**config.mk**
```make
export PLATFORM = sky130hd
export DESIGN_NAME = safety_err_agg
export DESIGN_NICKNAME = d
export VERILOG_FILES = /design/src/rtl/safety_agg_pkg.sv /design/src/rtl/sticky_status_reg.sv /design/src/rtl/triplet_rollup.sv /design/src/rtl/safety_ctrl_regs.sv /design/src/rtl/safety_err_agg.sv
export SDC_FILE = /design/constraint.sdc
export NUM_CORES = 1
export LEC_CHECK = 0
export BUFFER_PORTS_ARGS = -buffer_cell sky130_fd_sc_hd__buf_2
export CAP_MARGIN = 20
export CORE_MARGIN = 2
export CORE_UTILIZATION = 25
export DETAILED_ROUTE_END_ITERATION = 8
export SLEW_MARGIN = 25
export SYNTH_ARGS = -nofsm -noshare
export SYNTH_HDL_FRONTEND = slang
export SYNTH_HIERARCHICAL = 1
export SYNTH_SLANG_ARGS = --single-unit
export TNS_END_PERCENT = 10
```
**constraint.sdc**
```tcl
create_clock -name clk -period 2.1 [get_ports clk]
set_input_delay 0.21 -clock clk [delete_from_list [all_inputs] [get_ports clk]]
set_output_delay 0.21 -clock clk [all_outputs]
set_load 0.01 [all_outputs]
```
**src/rtl/safety_agg_pkg.sv**
```systemverilog
package safety_agg_pkg;
  localparam int STAT_W      = 32;
  localparam int IDX_W       = $clog2(STAT_W);
  localparam int MTL_TRIPS   = 4;
  localparam int DMA_TRIPS   = 1;
  localparam int TRIP_STRIDE = 4;
  localparam int LVL_W       = 2;
  localparam int IEN_W       = MTL_TRIPS + DMA_TRIPS;

  localparam logic [STAT_W-1:0] MAC_VALID    = 32'h010F_FFFF;
  localparam logic [STAT_W-1:0] MAC_EXT_PORT = 32'h0000_0021;

  typedef enum logic [2:0] {
    SEL_MAC = 3'd0, SEL_MTL = 3'd1, SEL_DMA = 3'd2, SEL_IEN = 3'd3, SEL_LVL = 3'd4
  } reg_sel_e;

  // Bits of all triplets at offset off (0 = correctable, 1/2 = uncorrectable)
  function automatic logic [STAT_W-1:0] trip_bits(int ntrip, int stride, int off);
    logic [STAT_W-1:0] m = '0;
    for (int i = 0; i < ntrip; i++) m[i*stride+off] = 1'b1;
    return m;
  endfunction

  function automatic logic [STAT_W-1:0] trip_valid(int ntrip, int stride);
    return trip_bits(ntrip, stride, 0) | trip_bits(ntrip, stride, 1) |
           trip_bits(ntrip, stride, 2);
  endfunction

  function automatic logic [STAT_W-1:0] mac_arm(logic [LVL_W-1:0] lvl);
    if (lvl == 2'd3)      return MAC_VALID;
    else if (lvl == 2'd2) return MAC_VALID & ~MAC_EXT_PORT;
    else                  return '0;
  endfunction

  function automatic logic [STAT_W-1:0] mem_arm(logic [LVL_W-1:0] lvl);
    return (lvl != '0) ? '1 : '0;
  endfunction
endpackage

```
**src/rtl/sticky_status_reg.sv**
```systemverilog
module sticky_status_reg
  import safety_agg_pkg::*;
#(
  parameter int              WIDTH = STAT_W,
  parameter int              IW    = $clog2(WIDTH),
  parameter logic [WIDTH-1:0] VALID = '1
) (
  input  logic             clk,
  input  logic             rst_n,
  input  logic             evt_vld,
  input  logic [IW-1:0]    evt_idx,
  input  logic [WIDTH-1:0] arm,
  input  logic             clr_we,
  input  logic [WIDTH-1:0] clr_data,
  output logic [WIDTH-1:0] status_q
);
  logic [WIDTH-1:0] set_vec, clr_vec;
  logic             evt_hit;

  assign set_vec = evt_vld ? ((WIDTH'(1) << evt_idx) & VALID & arm) : '0;
  assign clr_vec = clr_we ? clr_data : '0;
  assign evt_hit = |set_vec;

  always_ff @(posedge clk or negedge rst_n) begin
    if (!rst_n) status_q <= '0;
    else        status_q <= (status_q & ~clr_vec) | set_vec;
  end


  evt_wins_chk: assert property (@(posedge clk) disable iff (!rst_n)
    evt_hit |=> status_q[$past(evt_idx)]);

  sticky_hold_chk: assert property (@(posedge clk) disable iff (!rst_n)
    !clr_we |=> ((status_q & $past(status_q)) == $past(status_q)));

  reserved_zero_chk: assert property (@(posedge clk) disable iff (!rst_n)
    (status_q & ~VALID) == '0);
endmodule

```
**src/rtl/triplet_rollup.sv**
```systemverilog
module triplet_rollup
  import safety_agg_pkg::*;
#(
  parameter int NTRIP  = MTL_TRIPS,
  parameter int STRIDE = TRIP_STRIDE
) (
  input  logic [STAT_W-1:0] status,
  input  logic [NTRIP-1:0]  cen,
  output logic              corr_any,
  output logic              unc_any,
  output logic              corr_irq
);
  localparam logic [STAT_W-1:0] CORR_M = trip_bits(NTRIP, STRIDE, 0);
  localparam logic [STAT_W-1:0] UNC_M  = trip_bits(NTRIP, STRIDE, 1) |
                                         trip_bits(NTRIP, STRIDE, 2);
  logic [STAT_W-1:0] en_spread;

  always_comb begin
    en_spread = '0;
    for (int g = 0; g < NTRIP; g++) en_spread[g*STRIDE] = cen[g];
  end

  assign corr_any = |(status & CORR_M);
  assign unc_any  = |(status & UNC_M);
  assign corr_irq = |(status & CORR_M & en_spread);
endmodule

```
**src/rtl/safety_ctrl_regs.sv**
```systemverilog
module safety_ctrl_regs
  import safety_agg_pkg::*;
(
  input  logic             clk,
  input  logic             rst_n,
  input  logic             reg_we,
  input  logic [2:0]       reg_addr,
  input  logic [STAT_W-1:0] reg_wdata,
  output logic [LVL_W-1:0] level_q,
  output logic [IEN_W-1:0] ien_q,
  output logic             clr_mac,
  output logic             clr_mtl,
  output logic             clr_dma
);
  assign clr_mac = reg_we && (reg_addr == SEL_MAC);
  assign clr_mtl = reg_we && (reg_addr == SEL_MTL);
  assign clr_dma = reg_we && (reg_addr == SEL_DMA);

  always_ff @(posedge clk or negedge rst_n) begin
    if (!rst_n) begin
      level_q <= '0;
      ien_q   <= '0;
    end else if (reg_we) begin
      if (reg_addr == SEL_LVL) level_q <= reg_wdata[LVL_W-1:0];
      if (reg_addr == SEL_IEN) ien_q   <= reg_wdata[IEN_W-1:0];
    end
  end


  one_clear_chk: assert property (@(posedge clk) disable iff (!rst_n)
    $onehot0({clr_mac, clr_mtl, clr_dma}));
endmodule

```
**src/rtl/safety_err_agg.sv**
```systemverilog
module safety_err_agg
  import safety_agg_pkg::*;
(
  input  logic        clk,
  input  logic        rst_n,
  input  logic        mac_evt_vld,
  input  logic [4:0]  mac_evt_idx,
  input  logic        mtl_evt_vld,
  input  logic [4:0]  mtl_evt_idx,
  input  logic        dma_evt_vld,
  input  logic [4:0]  dma_evt_idx,
  input  logic        reg_we,
  input  logic [2:0]  reg_addr,
  input  logic [31:0] reg_wdata,
  output logic [31:0] mac_status,
  output logic [31:0] mtl_status,
  output logic [31:0] dma_status,
  output logic        mac_unc,
  output logic        mtl_corr,
  output logic        mtl_unc,
  output logic        dma_corr,
  output logic        dma_unc,
  output logic        irq
);
  logic [LVL_W-1:0] level_q;
  logic [IEN_W-1:0] ien_q;
  logic             clr_mac, clr_mtl, clr_dma;
  logic             mtl_cirq, dma_cirq;

  safety_ctrl_regs u_regs (
    .clk, .rst_n, .reg_we, .reg_addr, .reg_wdata,
    .level_q, .ien_q, .clr_mac, .clr_mtl, .clr_dma
  );

  sticky_status_reg #(.VALID(MAC_VALID)) u_mac (
    .clk, .rst_n, .evt_vld(mac_evt_vld), .evt_idx(mac_evt_idx),
    .arm(mac_arm(level_q)), .clr_we(clr_mac), .clr_data(reg_wdata),
    .status_q(mac_status)
  );
  sticky_status_reg #(.VALID(trip_valid(MTL_TRIPS, TRIP_STRIDE))) u_mtl (
    .clk, .rst_n, .evt_vld(mtl_evt_vld), .evt_idx(mtl_evt_idx),
    .arm(mem_arm(level_q)), .clr_we(clr_mtl), .clr_data(reg_wdata),
    .status_q(mtl_status)
  );
  sticky_status_reg #(.VALID(trip_valid(DMA_TRIPS, TRIP_STRIDE))) u_dma (
    .clk, .rst_n, .evt_vld(dma_evt_vld), .evt_idx(dma_evt_idx),
    .arm(mem_arm(level_q)), .clr_we(clr_dma), .clr_data(reg_wdata),
    .status_q(dma_status)
  );

  triplet_rollup #(.NTRIP(MTL_TRIPS)) u_mtl_roll (
    .status(mtl_status), .cen(ien_q[MTL_TRIPS-1:0]),
    .corr_any(mtl_corr), .unc_any(mtl_unc), .corr_irq(mtl_cirq)
  );
  triplet_rollup #(.NTRIP(DMA_TRIPS)) u_dma_roll (
    .status(dma_status), .cen(ien_q[IEN_W-1 -: DMA_TRIPS]),
    .corr_any(dma_corr), .unc_any(dma_unc), .corr_irq(dma_cirq)
  );

  assign mac_unc = |mac_status;
  assign irq     = mac_unc | mtl_unc | dma_unc | mtl_cirq | dma_cirq;


  unc_irq_chk: assert property (@(posedge clk) disable iff (!rst_n)
    (mac_unc || mtl_unc || dma_unc) |-> irq);

  level0_quiet_chk: assert property (@(posedge clk) disable iff (!rst_n)
    (level_q == '0 && !reg_we) |=> $stable(mtl_status) && $stable(dma_status) && $stable(mac_status));

  mac_flag_chk: assert property (@(posedge clk) disable iff (!rst_n)
    $rose(mac_unc) |-> $past(mac_evt_vld));
endmodule

```
## Word-level counts from Yosys, hierarchy flattened

Cells that the tools add are included.

| cells by class | value |
|---|---|
| equal/unequal tests | 6 |
| shift-type cells | 3 |
| muxes and demuxes | 9 |
| bitwise logic cells | 18 |
| reductions and logical operators | 13 |

Operator list:

| kind | number |
|---|---|
| $mux 32 | 7 |
| $and 32x32->32 | 3 |
| $not 32->32 | 3 |
| $or 32x32->32 | 3 |
| $reduce_or 32->1 | 3 |
| $mux 25 | 2 |
| $and 15x32->32 | 1 |
| $and 3x32->32 | 1 |
| $and 25x25->25 | 1 |
| $shl 1x5->25 const A | 1 |
| $shl 1x5->15 const A | 1 |
| $and 13x13->13 | 1 |
| $reduce_or 8->1 | 1 |
| $eq 3x2->1 const B | 2 |
| $shl 1x5->3 const A | 1 |
| $eq 2x2->1 const B | 2 |
| $or 1x1->1 | 4 |
| $reduce_and 2->1 | 2 |
| $reduce_or 4->1 | 1 |
| $eq 3x1->1 const B | 1 |
| $eq 3x3->1 const B | 1 |
| $logic_and 1x1->1 | 3 |
| $logic_not 3->1 | 1 |
| $reduce_bool 2->1 | 1 |
| 2 further kinds | 2 |

| word-level totals | value |
|---|---|
| register bits after elaboration | 103 |
| output and inout port bits | 102 |
| logic and storage cells | 54 |

## Longest topological paths before layout

Gate-level depths: netlist of the first run.

| depth | value |
|---|---|
| word-level depth | 6 |
| mapped depth | 4 |

## Modules after synthesis

The synthesis of the first run kept the hierarchy.

Modules (own cells, without submodules):

| module | instances | cells an instance | area each (um^2) | seq. area each (um^2) |
|---|---|---|---|---|
| sticky_status_reg (u_mac) | 1 | 102 | 1317.5 | 800.8 |
| sticky_status_reg (u_mtl) | 1 | 86 | 1189.9 | 800.8 |
| sticky_status_reg (u_dma) | 1 | 74 | 1118.6 | 800.8 |
| safety_ctrl_regs | 1 | 19 | 309.0 | 175.2 |
| safety_err_agg | 1 | 17 | 102.6 | 0.0 |
| triplet_rollup (u_mtl_roll) | 1 | 7 | 42.5 | 0.0 |
| triplet_rollup (u_dma_roll) | 1 | 3 | 20.0 | 0.0 |

## Least setup slack after synthesis of the first run

No wires, ideal clock.

| timing | value |
|---|---|
| path type | register to output |
| start | register u_mtl.status_q[2] |
| end | output irq |
| data arrival time | 1.673 ns |
| required time | 1.890 ns |
| slack | 0.217 ns |
| cell stages (with the launch flop) | 5 |
| path buffers | 0 |
| cell sequence | dfrtp_1 nor4_1 nand2_1 or4_1 or3_1 |

| between the ends | value |
|---|---|
| cells in the longest elaborated chain, start to end | 5 |

RTL lines:

| element | RTL line | text |
|---|---|---|
| start, declared | sticky_status_reg.sv:15 | `output logic [WIDTH-1:0] status_q` |
| start signal, assigned | sticky_status_reg.sv:26 | `else status_q <= (status_q & ~clr_vec) \| set_vec;` |
| $reduce_or 8->1 | triplet_rollup.sv:24 | `assign unc_any = \|(status & UNC_M);` |
| via mtl_unc | safety_err_agg.sv:20 | `output logic mtl_unc,` |
| $or 1x1->1 (4 in series) | safety_err_agg.sv:61 | `assign irq = mac_unc \| mtl_unc \| dma_unc \| mtl_cirq \| dma_cirq;` |
| end, declared | safety_err_agg.sv:23 | `output logic irq` |

The timed path passes the listed nets, and every way through them passes these cells.

## Worst setup path after layout of the first run

| timing | value |
|---|---|
| start | register u_mtl.status_q[10] |
| end | output irq |

| between the ends | value |
|---|---|
| cells in the longest elaborated chain, start to end | 5 |

RTL lines:

| element | RTL line |
|---|---|
| $reduce_or 8->1 | triplet_rollup.sv:24 |
| $or 1x1->1 (4 in series) | safety_err_agg.sv:61 |

Every way passes these cells.

==> results of run 1 <==
[power groups by stage]
stage	Sequential, W	Combinational (W)	Clock, W
5_1_grt	0.00229	0.00100	0.00188
3_3_place_gp	0.00229	0.000874	0
2_1_floorplan	0.00235	0.000343	0
4_1_cts	0.00226	0.000924	0.00180
3_5_place_dp	0.00230	0.000882	0
6_report	0.00227	0.000929	0.00173
[critical path: cells and delay by family (launching register included)]
kind / cells / cell delay, ns
flip-flops: 1 / 0.39
AND/OR/NAND/NOR: 4 / 1.23
buffers and inverters: 1 / 0.15
[flip-flops by register name, summed over array words and instances (netlist names)]
register and count:
u_dma/status_q 32, u_regs/level_q 2, u_mac/status_q 32, u_mtl/status_q 32
u_regs/ien_q 5
[area by class of cell]
cell class,instances,area [sq um],area share (%)
sequential,103,2580,46.0
multi-input combinational,191,1490,26.6
timing repair buffer,178,961,17.1
clock buffer,11,243,4.33
tap,216,270,4.82
clock inverter,5,63.8,1.14
[final timing paths]
check,start,endpoint,depth (start not counted)
worst min-delay path,reg_wdata[28],u_mac/status_q[28],2
min in group asynchronous,rst_n,u_dma/status_q[7],2
worst min register to register,u_regs/ien_q[4],u_regs/ien_q[4],1
max in group asynchronous,rst_n,u_mac/status_q[16],3
worst max-delay path,u_mtl/status_q[10],irq,5
worst max register to register,u_regs/level_q[0],u_dma/status_q[1],3
[metal layers]
metal,vias to the layer above,routed length (um),global-route usage (%)
li1,1528,-,-
met1,1714,5960,20.1
met2,128,6150,24.0
met3,10,849,4.46
met4,0,82,3.68
met5,-,0,0
[per-stage QoR]
| stage | hold slack, ns | instances |
|---|---|---|
| floorplan | -0.0856 | 307 |
| finish | 0.0687 | 704 |
| global placement | 0.0867 | 683 |
| CTS | 0.0474 | 703 |
| detailed placement | 0.0875 | 683 |
| global route | 0.0617 | 704 |
[repair_timing]
item	CTS	global route
hold buffers	1	0
pin swaps	4	3
gates resized for setup	3	4
setup buffers	3	1
hold endpoints to repair	23	0
endpoints found under the setup margin	2	2
==> summary.txt, run 1 <==
Clocking
  – Clock slew at reported path FFs: 0.07 ns
  – Worst-Skew Late Latency: 0.35 ns
  – CTS sink count: 103
  – Inserted Clock Buffers: 9
  – H-tree levels: 3
  – Root Buffer: clkbuf_16
  – Buffer levels on the longest clock path: 2
  – CTS tree: built

Floorplan
  – Floorplan Core Area: 15900 sq um
  – Row cnt: 46
  – # IOs: 158
  – Die Y: 132 um
  – Die W: 132 um
  – DIE AREA: 17400 sq um
  – Starting Density: 25.7%

Pwr
  – Switch share: 28.0%
  – Net Sw Power: 0.00138 W
  – Leakage power: 2.86 nW
  – Total power: 0.00494 W
  – Flop pwr share: 46.0%
  – Pwr Density: 880 nW/um^2
  – Combinational share of power: 18.8%
  – Clock Power Share: 35.1%
  – Internal: 0.00356 W
  – VDD IR max: 368 uV

GRT
  – First-pass GRT wire length: 20.4 mm
  – Initial antenna violation count: 0
  – Number of global-route vias before repair: 3553
  – GRT Util Overall: 15.0%
  – Total grt overflow: 0
  – Largest net degree at the start of global routing: 49

STA
  – Final setup viols: 1
  – Final hold violations: 0
  – Worst-margin pin slew: 0.748 ns
  – RSZ-0062 raised after global routing: yes
  – Setup TNS: -0.230 ns
  – Max Fclk: 0.429 GHz
  – Final worst path period share: 111%
  – Worst Clk Skew: 0.00808 ns
  – Slew headroom: 50.0%
  – Final Slew Violations: 0
  – Fin crit period: 2.33 ns
  – Setup slack after layout: -0.230 ns

Worst setup path
  – Reg2Reg Setup Slack: 0.75 ns
  – Worst setup path class: reg2out
  – CP Cell Sequence: nor4_2, nand2_1, or4_4, or3_1, buf_2
  – CP max stage delay: 0.45 ns
  – CP Max Fanout: 2
  – CP Launch Type: register
  – WP data required: 1.89 ns
  – Setup crit end kind: output pin
  – Worst EP arrival: 2.12 ns
  – Slowest CP cell: or4_4

Cells and area
  – Area growth syn-to-layout: 36.9%
  – ANT cells: 0
  – Layout net count: 539
  – Commonest cells after routing, fill and taps aside: buf_2 (156), dfrtp_1 (103), a21boi_0 (63)
  – Final core utilization: 35.2%
  – Layout cells sized above 1: 44.5%
  – Commonest non-fill, non-tap cell in the layout: buf_2
  – Final Cell Area: 5610 sq um
  – Fill cells: 1611

Yosys
  – Mean Syn Cell Area: 13.3 sq um
  – Synthesized instance count: 307
  – Netlist Area Pre-Place: 4100 sq um
  – Synthesis Warnings: 6
  – Syn_nets: 363

Placed design
  – Routability-driven placement congestion ratio: 0.849
  – IO Port Bufs: 157
  – Dpl cell area: 5220 sq um
  – Setup Slack @ Placement: -0.0153 ns
  – Detailed-placement wirelength estimate: 9.83 mm

Routing
  – TritonRoute pass-1 iters: 4
  – Remaining routing DRC violations: 0
  – Via count: 3380
  – DRT iter0 DRCs: 153
  – Drt wl/cell: 18.5 um
  – Via density: 4.80
  – Antenna-violating nets left: 0
  – Total routed wirelength: 13.0 mm

Status
  – Status: finished, violations left
  – Failing checks: setup timing

Hold path
  – Worst hold-check path type: in2reg

Job
  – MaxCap Viol Count: 0
No activity file was read; power rests on OpenSTA's default activity.
==> run 2: changes to the inputs <==
--- a/config.mk
+++ b/config.mk
@@ -7,6 +7,7 @@
 export LEC_CHECK = 0
 export BUFFER_PORTS_ARGS = -buffer_cell sky130_fd_sc_hd__buf_2
 export CAP_MARGIN = 20
+export CORE_ASPECT_RATIO = 0.6
 export CORE_MARGIN = 2
 export CORE_UTILIZATION = 25
 export DETAILED_ROUTE_END_ITERATION = 8
==> summary.txt, run 2 (same netlist as run 1, synthesis figures left out) <==
GRT
  – First-pass GRT wire length: 20.1 mm (was 20.4 mm)
  – Initial antenna violation count: 2 (was 0)
  – GRT Util Overall: 15.5% (was 15.0%)
  – Largest net degree at the start of global routing: 48 (was 49)
  – Total grt overflow: 0 (unchanged)
  – Number of global-route vias before repair: 3390 (was 3553)

Routing
  – Antenna-violating nets left: 0 (unchanged)
  – DRT iter0 DRCs: 183 (was 153)
  – Total routed wirelength: 13.5 mm (was 13.0 mm)
  – Via count: 3366 (was 3380)
  – Drt wl/cell: 19.4 um (was 18.5 um)
  – Via density: 4.86 (was 4.80)
  – Remaining routing DRC violations: 0 (unchanged)
  – TritonRoute pass-1 iters: 4 (unchanged)

Placed design
  – IO Port Bufs: 157 (unchanged)
  – Detailed-placement wirelength estimate: 10.3 mm (was 9.83 mm)
  – Routability-driven placement congestion ratio: 0.848 (was 0.849)
  – Setup Slack @ Placement: -0.124 ns (was -0.0153 ns)

Worst setup path
  – Setup crit end kind: output pin (unchanged)
  – Worst setup path class: reg2out (unchanged)
  – FF-to-FF path depth: 3 (unchanged)
  – WP data required: 1.89 ns (about the same)
  – Crit path buf inv count: 1 (unchanged)
  – Reg2Reg Setup Slack: 0.72 ns (was 0.75 ns)
  – Crit path max-delay family: simple AND/OR/NAND/NOR gates (unchanged)
  – CP max stage delay: 0.49 ns (was 0.45 ns)
  – Worst Setup SP: u_mtl/status_q[10] (unchanged)
  – Stages on the worst setup path: 5 (unchanged)
  – Slowest CP cell: or4_4 (unchanged)
  – CP Cell Sequence: nor4_4, nand2_1, or4_4, or3_1, buf_2 (was nor4_2, nand2_1, or4_4, or3_1, buf_2)
  – Reg2reg end: u_dma/status_q[1] (unchanged)
  – CP Max Fanout: 2 (unchanged)
  – FF-to-FF Start: u_regs/level_q[0] (unchanged)
  – Worst Setup EP: irq (unchanged)
  – CP Launch Type: register (unchanged)
  – Worst EP arrival: 2.16 ns (was 2.12 ns)

Status
  – Status: finished, violations left (unchanged)
  – Failing checks: setup timing (unchanged)

STA
  – Final worst path period share: 113% (was 111%)
  – Final hold violations: 0 (unchanged)
  – Fin crit period: 2.37 ns (was 2.33 ns)
  – Max Fclk: 0.422 GHz (was 0.429 GHz)
  – Final Slew Violations: 0 (unchanged)
  – Worst-margin pin slew: 0.712 ns (was 0.748 ns)
  – Slew headroom: 52.4% (was 50.0%)
  – Worst Clk Skew: 0.00357 ns (was 0.00808 ns)
  – RSZ-0062 raised after global routing: yes (unchanged)
  – Setup slack after layout: -0.269 ns (was -0.230 ns)
  – Final setup viols: 1 (unchanged)

Clocking
  – Inserted Clock Buffers: 9 (unchanged)
  – H-tree levels: 3 (unchanged)
  – Clock slew at reported path FFs: 0.07 ns (about the same)
  – CTS tree: built (unchanged)
  – CTS sink count: 103 (unchanged)
  – Buffer levels on the longest clock path: 2 (unchanged)
  – Root Buffer: clkbuf_16 (unchanged)
  – Worst-Skew Late Latency: 0.34 ns (was 0.35 ns)

Cells and area
  – Fill cells: 1630 (was 1611)
  – Layout cells sized above 1: 44.2% (was 44.5%)
  – Layout net count: 535 (was 539)
  – ANT cells: 0 (unchanged)
  – Biggest regs: u_dma/status_q x32, u_mac/status_q x32, u_mtl/status_q x32 (unchanged)
  – Commonest non-fill, non-tap cell in the layout: buf_2 (unchanged)
  – Commonest cells after routing, fill and taps aside: buf_2 (156), dfrtp_1 (103), a21boi_0 (63) (unchanged)
  – Area growth syn-to-layout: 37.0% (was 36.9%)

Pwr
  – Switch share: 27.3% (was 28.0%)
  – Internal: 0.00370 W (was 0.00356 W)
  – Net Sw Power: 0.00139 W (was 0.00138 W)
  – Leakage power: 2.85 nW (was 2.86 nW)
  – VDD IR max: 373 uV (was 368 uV)
  – Clock Power Share: 36.4% (was 35.1%)
  – Total power: 0.00509 W (was 0.00494 W)
  – Pwr Density: 907 nW/um^2 (was 880 nW/um^2)
  – Flop pwr share: 45.0% (was 46.0%)
  – Combinational share of power: 18.7% (was 18.8%)

Floorplan
  – Floorplan Core Area: 16100 sq um (was 15900 sq um)
  – Die Y: 103 um (was 132 um)
  – DIE AREA: 17500 sq um (was 17400 sq um)
  – Starting Density: 25.4% (was 25.7%)
  – # IOs: 158 (unchanged)
  – Row cnt: 36 (was 46)
  – Die W: 169 um (was 132 um)

Job
  – MaxCap Viol Count: 0 (unchanged)

Hold path
  – Worst hold-check path type: in2reg (unchanged)
[run 2: cell count changes in the layout (fill, tap and decap cells not counted)]
cell / before / now
bufinv_16: 1 / 2
clkbuf_8: 1 / 2
inv_8: 1 / 0
clkbuf_1: 1 / 0
nor4_4: 0 / 2
inv_6: 2 / 0
clkinvlp_4: 0 / 2
nor4_2: 6 / 4
buf_4: 20 / 16
[run 2: power by group through the flow]
stage,logic (W),registers [W],clock network [W]
6_report,0.000951,0.00229,0.00185
5_1_grt,0.00103,0.00231,0.00201
4_1_cts,0.000932,0.00228,0.00193
3_5_place_dp,0.000904,0.00231,0
3_3_place_gp,0.000886,0.00229,0
2_1_floorplan,0.000343,0.00235,0
[run 2: cell type report]
class | instances | area (sq um) | area share, %
multi-input cells | 191 | 1510 | 26.9
well taps | 209 | 262 | 4.66
clock buffers | 11 | 253 | 4.50
flip-flops and latches | 103 | 2580 | 45.9
clock inverters | 5 | 80.1 | 1.43
repair buffers | 174 | 931 | 16.6
[run 2: what timing repair did]
action | 4_1_cts | 5_1_grt
buffers inserted | 1 | 1
resized for setup | 5 | 4
endpoints found under the setup margin | 2 | 2
hold buffers | 1 | 0
pin swaps | 3 | 1
hold endpoints to repair | 32 | 0
[run 2: stage by stage]
step	setup TNS [ns]	hold WS (ns)	utilization [%]	cell area (sq um)	cells
3_5_place_dp	-0.124	0.201	32.2	5200	674
5_1_grt	-0.381	0.0651	34.8	5610	693
3_3_place_gp	-0.0906	0.188	32.2	5200	674
6_report	-0.269	0.0649	34.8	5610	693
2_1_floorplan	0	-0.0856	-	4100	307
4_1_cts	-0.308	0.0471	34.6	5580	692
[run 2: routing by layer]
| metal | global-route usage, % | part of all wire [%] |
|---|---|---|
| met5 | 0 | 0.097 |
| met3 | 5.91 | 8.3 |
| met1 | 21.6 | 48 |
| met2 | 23.0 | 43 |
| met4 | 3.35 | 0.62 |
[run 2: worst min-delay path by stage]
| stage | from | endpoint | slack, ns | cells past startpoint |
|---|---|---|---|---|
| 2_1_floorplan | rst_n | u_dma/status_q[0] | -0.09 | 0 |
| 3_3_place_gp | rst_n | u_dma/status_q[19] | 0.19 | 1 |
| 3_5_place_dp | rst_n | u_dma/status_q[19] | 0.20 | 1 |
| 4_1_cts | reg_wdata[22] | u_mtl/status_q[22] | 0.05 | 2 |
| 5_1_grt | reg_wdata[24] | u_dma/status_q[24] | 0.07 | 2 |
| 6_report | reg_wdata[29] | u_dma/status_q[29] | 0.06 | 2 |
